`src/rtl/ocu_pkg.sv`:
```
package ocu_pkg;

    localparam int TMR_W  = 16;
    localparam int DATA_W = 16;
    localparam int ADDR_W = 2;
    localparam int N_CH   = 2;

    localparam int POS_PAIR = 12;
    localparam int POS_OE   = 10;
    localparam int POS_LVL  = 8;
    localparam int POS_FLG  = 6;
    localparam int POS_IE   = 4;
    localparam int POS_RUN  = 0;

    typedef enum logic [1:0] {
        REG_CTRL = 2'd0,
        REG_CMP0 = 2'd1,
        REG_CMP1 = 2'd2,
        REG_NONE = 2'd3
    } reg_sel_e;

    typedef struct packed {
        logic       pair;
        logic [1:0] oe;
        logic [1:0] ie;
        logic       run;
    } cfg_t;

    // Inversion vector for both outputs from the per-channel hit events.
    // OR-ing the two events makes a coincident hit count only once.
    function automatic logic [1:0] flip_vec(input logic pair, input logic [1:0] hit_ev);
        logic [1:0] f;
        f[0] = hit_ev[0];
        f[1] = pair ? (hit_ev[0] | hit_ev[1]) : hit_ev[1];
        return f;
    endfunction

endpackage

```
`src/rtl/ocu_match.sv`:
```
module ocu_match #(
    parameter int TW = ocu_pkg::TMR_W
) (
    input  logic          clk,
    input  logic          rst,
    input  logic          run,
    input  logic [TW-1:0] tmr,
    input  logic          cmp_wr,
    input  logic [TW-1:0] cmp_wdata,
    output logic [TW-1:0] cmp_q,
    output logic          hit_ev
);
    logic eq_now;
    logic eq_q;

    assign eq_now = (tmr == cmp_q);
    assign hit_ev = run && eq_now && !eq_q;

    always_ff @(posedge clk) begin
        if (rst) begin
            cmp_q <= '0;
            eq_q  <= 1'b0;
        end else begin
            eq_q <= eq_now;
            if (cmp_wr)
                cmp_q <= cmp_wdata;
        end
    end
endmodule

```
`src/rtl/ocu_csr.sv`:
```
module ocu_csr
    import ocu_pkg::*;
#(
    parameter int DW = DATA_W
) (
    input  logic          clk,
    input  logic          rst,
    input  logic          wr_ctrl,
    input  logic [DW-1:0] wdata,
    input  logic [1:0]    hit_ev,
    output cfg_t          cfg_q,
    output logic [1:0]    lvl_q,
    output logic [1:0]    flg_q
);
    logic [1:0] flips;
    logic [1:0] keep_mask;
    logic       unused_bits;

    assign flips       = flip_vec(cfg_q.pair, hit_ev);
    assign keep_mask   = wr_ctrl ? wdata[POS_FLG +: 2] : 2'b11;
    assign unused_bits = ^{wdata[DW-1:POS_PAIR+1], wdata[POS_IE-1:POS_RUN+1]};

    always_ff @(posedge clk) begin
        if (rst) begin
            cfg_q <= '0;
            lvl_q <= '0;
            flg_q <= '0;
        end else begin
            if (wr_ctrl) begin
                cfg_q.pair <= wdata[POS_PAIR];
                cfg_q.oe   <= wdata[POS_OE +: 2];
                cfg_q.ie   <= wdata[POS_IE +: 2];
                cfg_q.run  <= wdata[POS_RUN];
            end
            if (wr_ctrl && !cfg_q.run)
                lvl_q <= wdata[POS_LVL +: 2];
            else
                lvl_q <= lvl_q ^ flips;
            flg_q <= (flg_q & keep_mask) | hit_ev;
        end
    end
endmodule

```
`src/rtl/ocu_top.sv`:
```
module ocu_top
    import ocu_pkg::*;
#(
    parameter int TW = TMR_W,
    parameter int DW = DATA_W,
    parameter int AW = ADDR_W,
    parameter int NC = N_CH
) (
    input  logic          clk,
    input  logic          rst,
    input  logic [TW-1:0] tmr_val,
    input  logic          bus_sel,
    input  logic          bus_wr,
    input  logic          bus_rmw,
    input  logic [AW-1:0] bus_addr,
    input  logic [DW-1:0] bus_wdata,
    output logic [DW-1:0] bus_rdata,
    output logic [NC-1:0] pin_en,
    output logic [NC-1:0] pin_out,
    output logic [NC-1:0] irq
);
    cfg_t          cfg_q;
    logic [1:0]    lvl_q;
    logic [1:0]    flg_q;
    logic [NC-1:0] hit_ev;
    logic [TW-1:0] cmp_q [NC];
    logic          run_w;
    logic          pair_w;
    logic          wr_ctrl;

    assign wr_ctrl = bus_sel && bus_wr && (bus_addr == AW'(REG_CTRL));
    assign run_w   = cfg_q.run;
    assign pair_w  = cfg_q.pair;

    for (genvar g = 0; g < NC; g++) begin : g_ch
        ocu_match #(.TW(TW)) u_match (
            .clk       (clk),
            .rst       (rst),
            .run       (cfg_q.run),
            .tmr       (tmr_val),
            .cmp_wr    (bus_sel && bus_wr && (bus_addr == AW'(g + 1))),
            .cmp_wdata (bus_wdata[TW-1:0]),
            .cmp_q     (cmp_q[g]),
            .hit_ev    (hit_ev[g])
        );
    end

    ocu_csr #(.DW(DW)) u_csr (
        .clk     (clk),
        .rst     (rst),
        .wr_ctrl (wr_ctrl),
        .wdata   (bus_wdata),
        .hit_ev  (hit_ev),
        .cfg_q   (cfg_q),
        .lvl_q   (lvl_q),
        .flg_q   (flg_q)
    );

    assign pin_en  = cfg_q.oe;
    assign pin_out = lvl_q;
    assign irq     = flg_q & cfg_q.ie;

    always_comb begin
        bus_rdata = '0;
        if (bus_sel && !bus_wr) begin
            case (reg_sel_e'(bus_addr))
                REG_CTRL: begin
                    bus_rdata[POS_PAIR]     = cfg_q.pair;
                    bus_rdata[POS_OE +: 2]  = cfg_q.oe;
                    bus_rdata[POS_LVL +: 2] = lvl_q;
                    bus_rdata[POS_FLG +: 2] = flg_q | {2{bus_rmw}};
                    bus_rdata[POS_IE +: 2]  = cfg_q.ie;
                    bus_rdata[POS_RUN]      = cfg_q.run;
                end
                REG_CMP0: bus_rdata[TW-1:0] = cmp_q[0];
                REG_CMP1: bus_rdata[TW-1:0] = cmp_q[1];
                default:  bus_rdata = '0;
            endcase
        end
    end
endmodule

```
`config.mk`:
```
export PLATFORM = sky130hd
export DESIGN_NAME = ocu_top
export DESIGN_NICKNAME = d
export VERILOG_FILES = /design/src/rtl/ocu_pkg.sv /design/src/rtl/ocu_match.sv /design/src/rtl/ocu_csr.sv /design/src/rtl/ocu_top.sv
export SDC_FILE = /design/constraint.sdc
export NUM_CORES = 1
export LEC_CHECK = 0
export ABC_AREA = 1
export BUFFER_PORTS_ARGS = -buffer_cell sky130_fd_sc_hd__buf_2
export CAP_MARGIN = 20
export CORE_ASPECT_RATIO = 1.2
export CORE_MARGIN = 4
export CORE_UTILIZATION = 54
export DETAILED_ROUTE_END_ITERATION = 8
export PLACE_DENSITY = 0.79
export SYNTH_ARGS = -nofsm -noshare
export SYNTH_HDL_FRONTEND = slang
export SYNTH_HIERARCHICAL = 1
export SYNTH_SLANG_ARGS = --single-unit
```
`constraint.sdc`:
```
create_clock -name clk -period 3.8 [get_ports clk]
set_clock_uncertainty 0.05 [all_clocks]
set_input_delay 0 -clock clk [delete_from_list [all_inputs] [get_ports clk]]
set_output_delay 0 -clock clk [all_outputs]
set_load 0.02 [all_outputs]
```
# [Word-level counts from Yosys, hierarchy flattened]
# Index checks and enable logic that the tools add are counted.
[word_totals] reg_bits=44 out_inout_bits=22
[op_classes] n_eq_ne=4 mux=8 bitwise_logic=6 n_reduce_logical=15
[op_table] cell="$eq 16x16->1" n=2
[op_table] cell="$pmux 9 s3" n=1
[op_table] cell="$mux 16" n=1
[op_table] cell="$pmux 3 s2" n=2
[op_table] cell="$logic_and 1x1->1" n=10
[op_table] cell="$and 2x2->2" n=2
[op_table] cell="$logic_not 1->1" n=4
[op_table] cell="$mux 2" n=2
[op_table] cell="$or 2x2->2" n=2
[op_table] cell="$pmux 1 s3" n=1
[op_table] cell="$eq 2x1->1 const B" n=1
[op_table] cell="$eq 2x2->1 const B" n=1
[op_table] cell="$logic_not 2->1" n=1
[op_table] cell="$xor 2x2->2" n=1
[op_table] cell="$mux 1" n=1
[op_table] cell="$or 1x1->1" n=1

# [Longest topological paths before layout]
[depth] word_depth=7 depth_mapped=14

# [Cells and area by module]
# Netlist, hierarchy kept.
[modules_own_cells] module="ocu_match" instances=2 cells_each=153 area_per_inst_um2=970.9
[modules_own_cells] module="ocu_top" instances=1 cells_each=109 area_per_inst_um2=544.3
[modules_own_cells] module="ocu_csr" instances=1 cells_each=54 area_per_inst_um2=391.6

# [Worst setup path after synthesis]
# No wires, ideal clock.
[synth_timing] kind="input-to-reg" start="in bus_addr[0]" end="reg g_ch[1].u_match.cmp_q[10]" arrival_ns=1.208 t_required_ns=3.627 slack_ns=2.419 cell_stages=10 path_cell_list="inv_1 > ha_1 > buf_6 > buf_6 > inv_1 > nor2_1 > inv_2 > buf_6 > nor2_1 > a211oi_2"
[synth_between] elab_chain_cells=2
[synth_lines] item="from (decl)" line="ocu_top.sv:15" source="input logic [AW-1:0] bus_addr,"
[synth_lines] item="$eq 2x2->1" line="ocu_top.sv:41" source=".cmp_wr (bus_sel && bus_wr && (bus_addr == AW'(g + 1))),"
[synth_lines] item="$logic_and 1x1->1" line="ocu_top.sv:41"
[synth_lines] item="to (signal assigned)" line="ocu_match.sv:26" source="cmp_q <= cmp_wdata;"
[synth_lines] item="to (decl)" line="ocu_match.sv:10" source="output logic [TW-1:0] cmp_q,"
# Every way passes these cells.
# A chain may end at the register's enable or synchronous reset.

# [Worst setup path after layout]
[layout_timing] start="in bus_addr[0]" end="reg g_ch[1].u_match.cmp_q[8]"
# The elaborated chain is that of the path after synthesis.

==> impl_metrics.csv <==
group,metric,value,unit
placement,dp_hpwl,5460,microns
cts,cts.sinks,44,
synth,ys_seq_elements,44,
synth,yosysTopAreaCellShare,0.306,
grt,grt_max_degree,39,
synth,yosysMostFrequentCell,"nand2_1",
worst_setup_path,ff2ff_setup_slack,2.11,ns
detailed_routing,route.detailed.wl_per_inst,12.2,microns
synth,synth-async-reset-ratio,0,
cts,cts_buffers,5,
worst_setup_path,crit_path_end_kind,"flop",
final_layout,area_growth,18.2,%
synth,synth_largest_area_cell,"dfxtp_1",
placement,gp_congestion,0.874,
hold_path,hp-class,"in2reg",
detailed_routing,drt_iter0_markers,165,
cts,htree_levels,2,
final_layout,layout-drive-gt1-share,0.187,
detailed_routing,wl,7340,microns
synth,synth_warnings,6,
sta,setup_tns,0,ns
synth,synth_nets,514,
worst_setup_path,critPathKind,"in2reg",
final_layout,antennaDiodeCount,0,
final_layout,nets,584,
synth,avgSynthCellArea,6.14,sq um
die,rows,28,
sta,rsz0062_at_grt,"false",
power,power_density,295,nW/um^2
synth,synth_edf_count,0,
final_layout,post-route-cell-area,3400,sq um
grt,grt_use_total,0.239,
sta,relSlewSlack,0.375,
placement,placed_area,3130,sq um
outcome,status,"complete, no violations",
flow_run,max-cap-violations,0,
sta,final.setup.worst_slack,1.90,ns
sta,tightest_slew,0.938,ns
final_layout,fillCellCount,468,
detailed_routing,ant_nets,0,
synth,ys_types,17,
die,die_w,74.6,microns
cts,ctsResizeCount,0,
sta,max_freq,526,MHz
die,core_area,5040,sq um
worst_setup_path,startpoint_type,"input port",
synth,synth_commonest_cells,"165 x nand2_1, 87 x nor2_1, 80 x inv_1",
power,vdd_drop_max,0.242,mV
worst_setup_path,crit_arrival,2.00,ns
worst_setup_path,cp_max_fo,27,
detailed_routing,route.detailed.vias_per_inst,4.89,
cts,path_clk_slew,0.09,ns
detailed_routing,dr_total_vias,2936,
die,io_pins,61,
sta,finalCriticalPeriod,1.90,ns
cts,cts_hold_buf,16,
sta,hold_violations,0,
grt,grt_pass1_wl,12100,microns
grt,grt_pass1_vias,2727,
synth,ys.flop_type,"dfxtp_1",
sta,period_share,0.500,
cts,clk_latency,0.30,ns
sta,drv_slew,0,
sta,setup_viol,0,
grt,grt_overflow,0,
grt,antenna_found_initial,0,
placement,portBuffers,60,
synth,synthTopCellsByArea,"dfxtp_1 31%, nand2_1 22%, nor2_1 11%",
cts,cts_tree,"done",
power,leakage,1.78,nW
synth,synth_seq_area_share,0.306,
detailed_routing,first_pass_iters,4,
synth,netlist_area,2880,sq um
die,die_area,6570,sq um
synth,syn_inst,469,
placement,place_ws,1.64,ns
die,start_util,0.570,
die,die_h,88.0,microns
sta,timing.hold.ws,0.164,ns
worst_setup_path,required,3.90,ns
cts,clk_path_buf_depth,2,
cts,post-cts-setup-buffers,0,
cts,clock-root-buffer,"clkbuf_8",
detailed_routing,drc_errors,0,
==> where the power goes <==
part	switching [W]	total [W]	internal, W
clock network	0.000161	0.000356	0.000195
logic	0.0000984	0.000162	0.0000640
registers	0.0000106	0.000485	0.000474
==> layout by cell type (no fill, tap or decap) <==
| cell type | Yosys | final |
|---|---|---|
| nor2_8 | 1 | 1 |
| ha_1 | 6 | 6 |
| o21ai_0 | 5 | 5 |
| nor2_1 | 87 | 87 |
| dlygate4sd3_1 | 0 | 16 |
| clkinv_2 | 0 | 1 |
| inv_2 | 4 | 4 |
| clkbuf_1 | 0 | 1 |
| dfxtp_1 | 44 | 44 |
| inv_1 | 80 | 80 |
| o21ai_2 | 1 | 1 |
| a211oi_2 | 22 | 22 |
| nand2_1 | 165 | 165 |
| clkbuf_8 | 0 | 5 |
| a21oi_1 | 20 | 20 |
| buf_2 | 5 | 60 |
| bufinv_16 | 0 | 1 |
| nand3_1 | 12 | 12 |
| o21ai_1 | 3 | 3 |
| nand2_2 | 6 | 6 |
==> per-stage QoR <==
step                      cells  power, W   util
final                       600   0.00100  0.674
after detailed placement    576  0.000644  0.621
after CTS                   600   0.00101  0.674
after floorplan             469  0.000594      -
after global routing        600   0.00105  0.674
after global placement      576  0.000640  0.621
==> worst max-delay path, cell delays in order <==
cell and delay, ns:
buf_2 0.12, inv_1 0.13, ha_1 0.65, inv_1 0.12, nor2_1 0.35, inv_2 0.34
nor2_1 0.23, a211oi_2 0.05
==> registers in the layout, summed over array words and instances, names as in the netlist <==
name / flops
g_ch.u_match/cmp_q: 32
g_ch.u_match/eq_q: 2
u_csr/cfg_q: 6
u_csr/flg_q: 2
u_csr/lvl_q: 2
==> worst paths after layout <==
check | start | endpoint | depth (start not counted)
setup / recovery | bus_addr[0] | g_ch[1].u_match/cmp_q[8]$_SDFFE_PP0P_ | 8
hold / removal | tmr_val[6] | g_ch[0].u_match/eq_q$_SDFF_PP0_ | 8
setup reg to reg | g_ch[0].u_match/cmp_q[14]$_SDFFE_PP0P_ | u_csr/lvl_q[0]$_SDFF_PP0_ | 13
hold reg to reg | g_ch[0].u_match/cmp_q[7]$_SDFFE_PP0P_ | g_ch[0].u_match/cmp_q[7]$_SDFFE_PP0P_ | 2
==> layer usage <==
layer / routed length, microns / share of wire / GRT usage / vias to the layer above
li1: - / - / - / 1543
met1: 3050 / 0.42 / 0.286 / 1322
met2: 3890 / 0.53 / 0.430 / 60
met3: 257 / 0.035 / 0.0333 / 11
met4: 146 / 0.020 / 0.0809 / 0
met5: 0 / 0 / 0 / -
==> cells by family after synthesis <==
logic type / count (synthesis) / share of synthesized area
adder cells (fa/ha/maj): 6 / 0.0261
buffers and inverters: 97 / 0.151
flip-flops: 44 / 0.306
AO/OA/AOI/OAI: 51 / 0.147
AND/OR/NAND/NOR: 271 / 0.370
==> area by class of cell <==
type                    instances  area (sq um)  area share
well taps                      60          75.1      0.0221
clock inverters                 2          35.0      0.0103
multi-input cells             328          1560       0.459
clock buffers                   6          72.6      0.0213
inverters                      84           315      0.0927
flip-flops and latches         44           881       0.259
repair buffers                 76           460       0.135
Power figures use the tool's default switching activity.
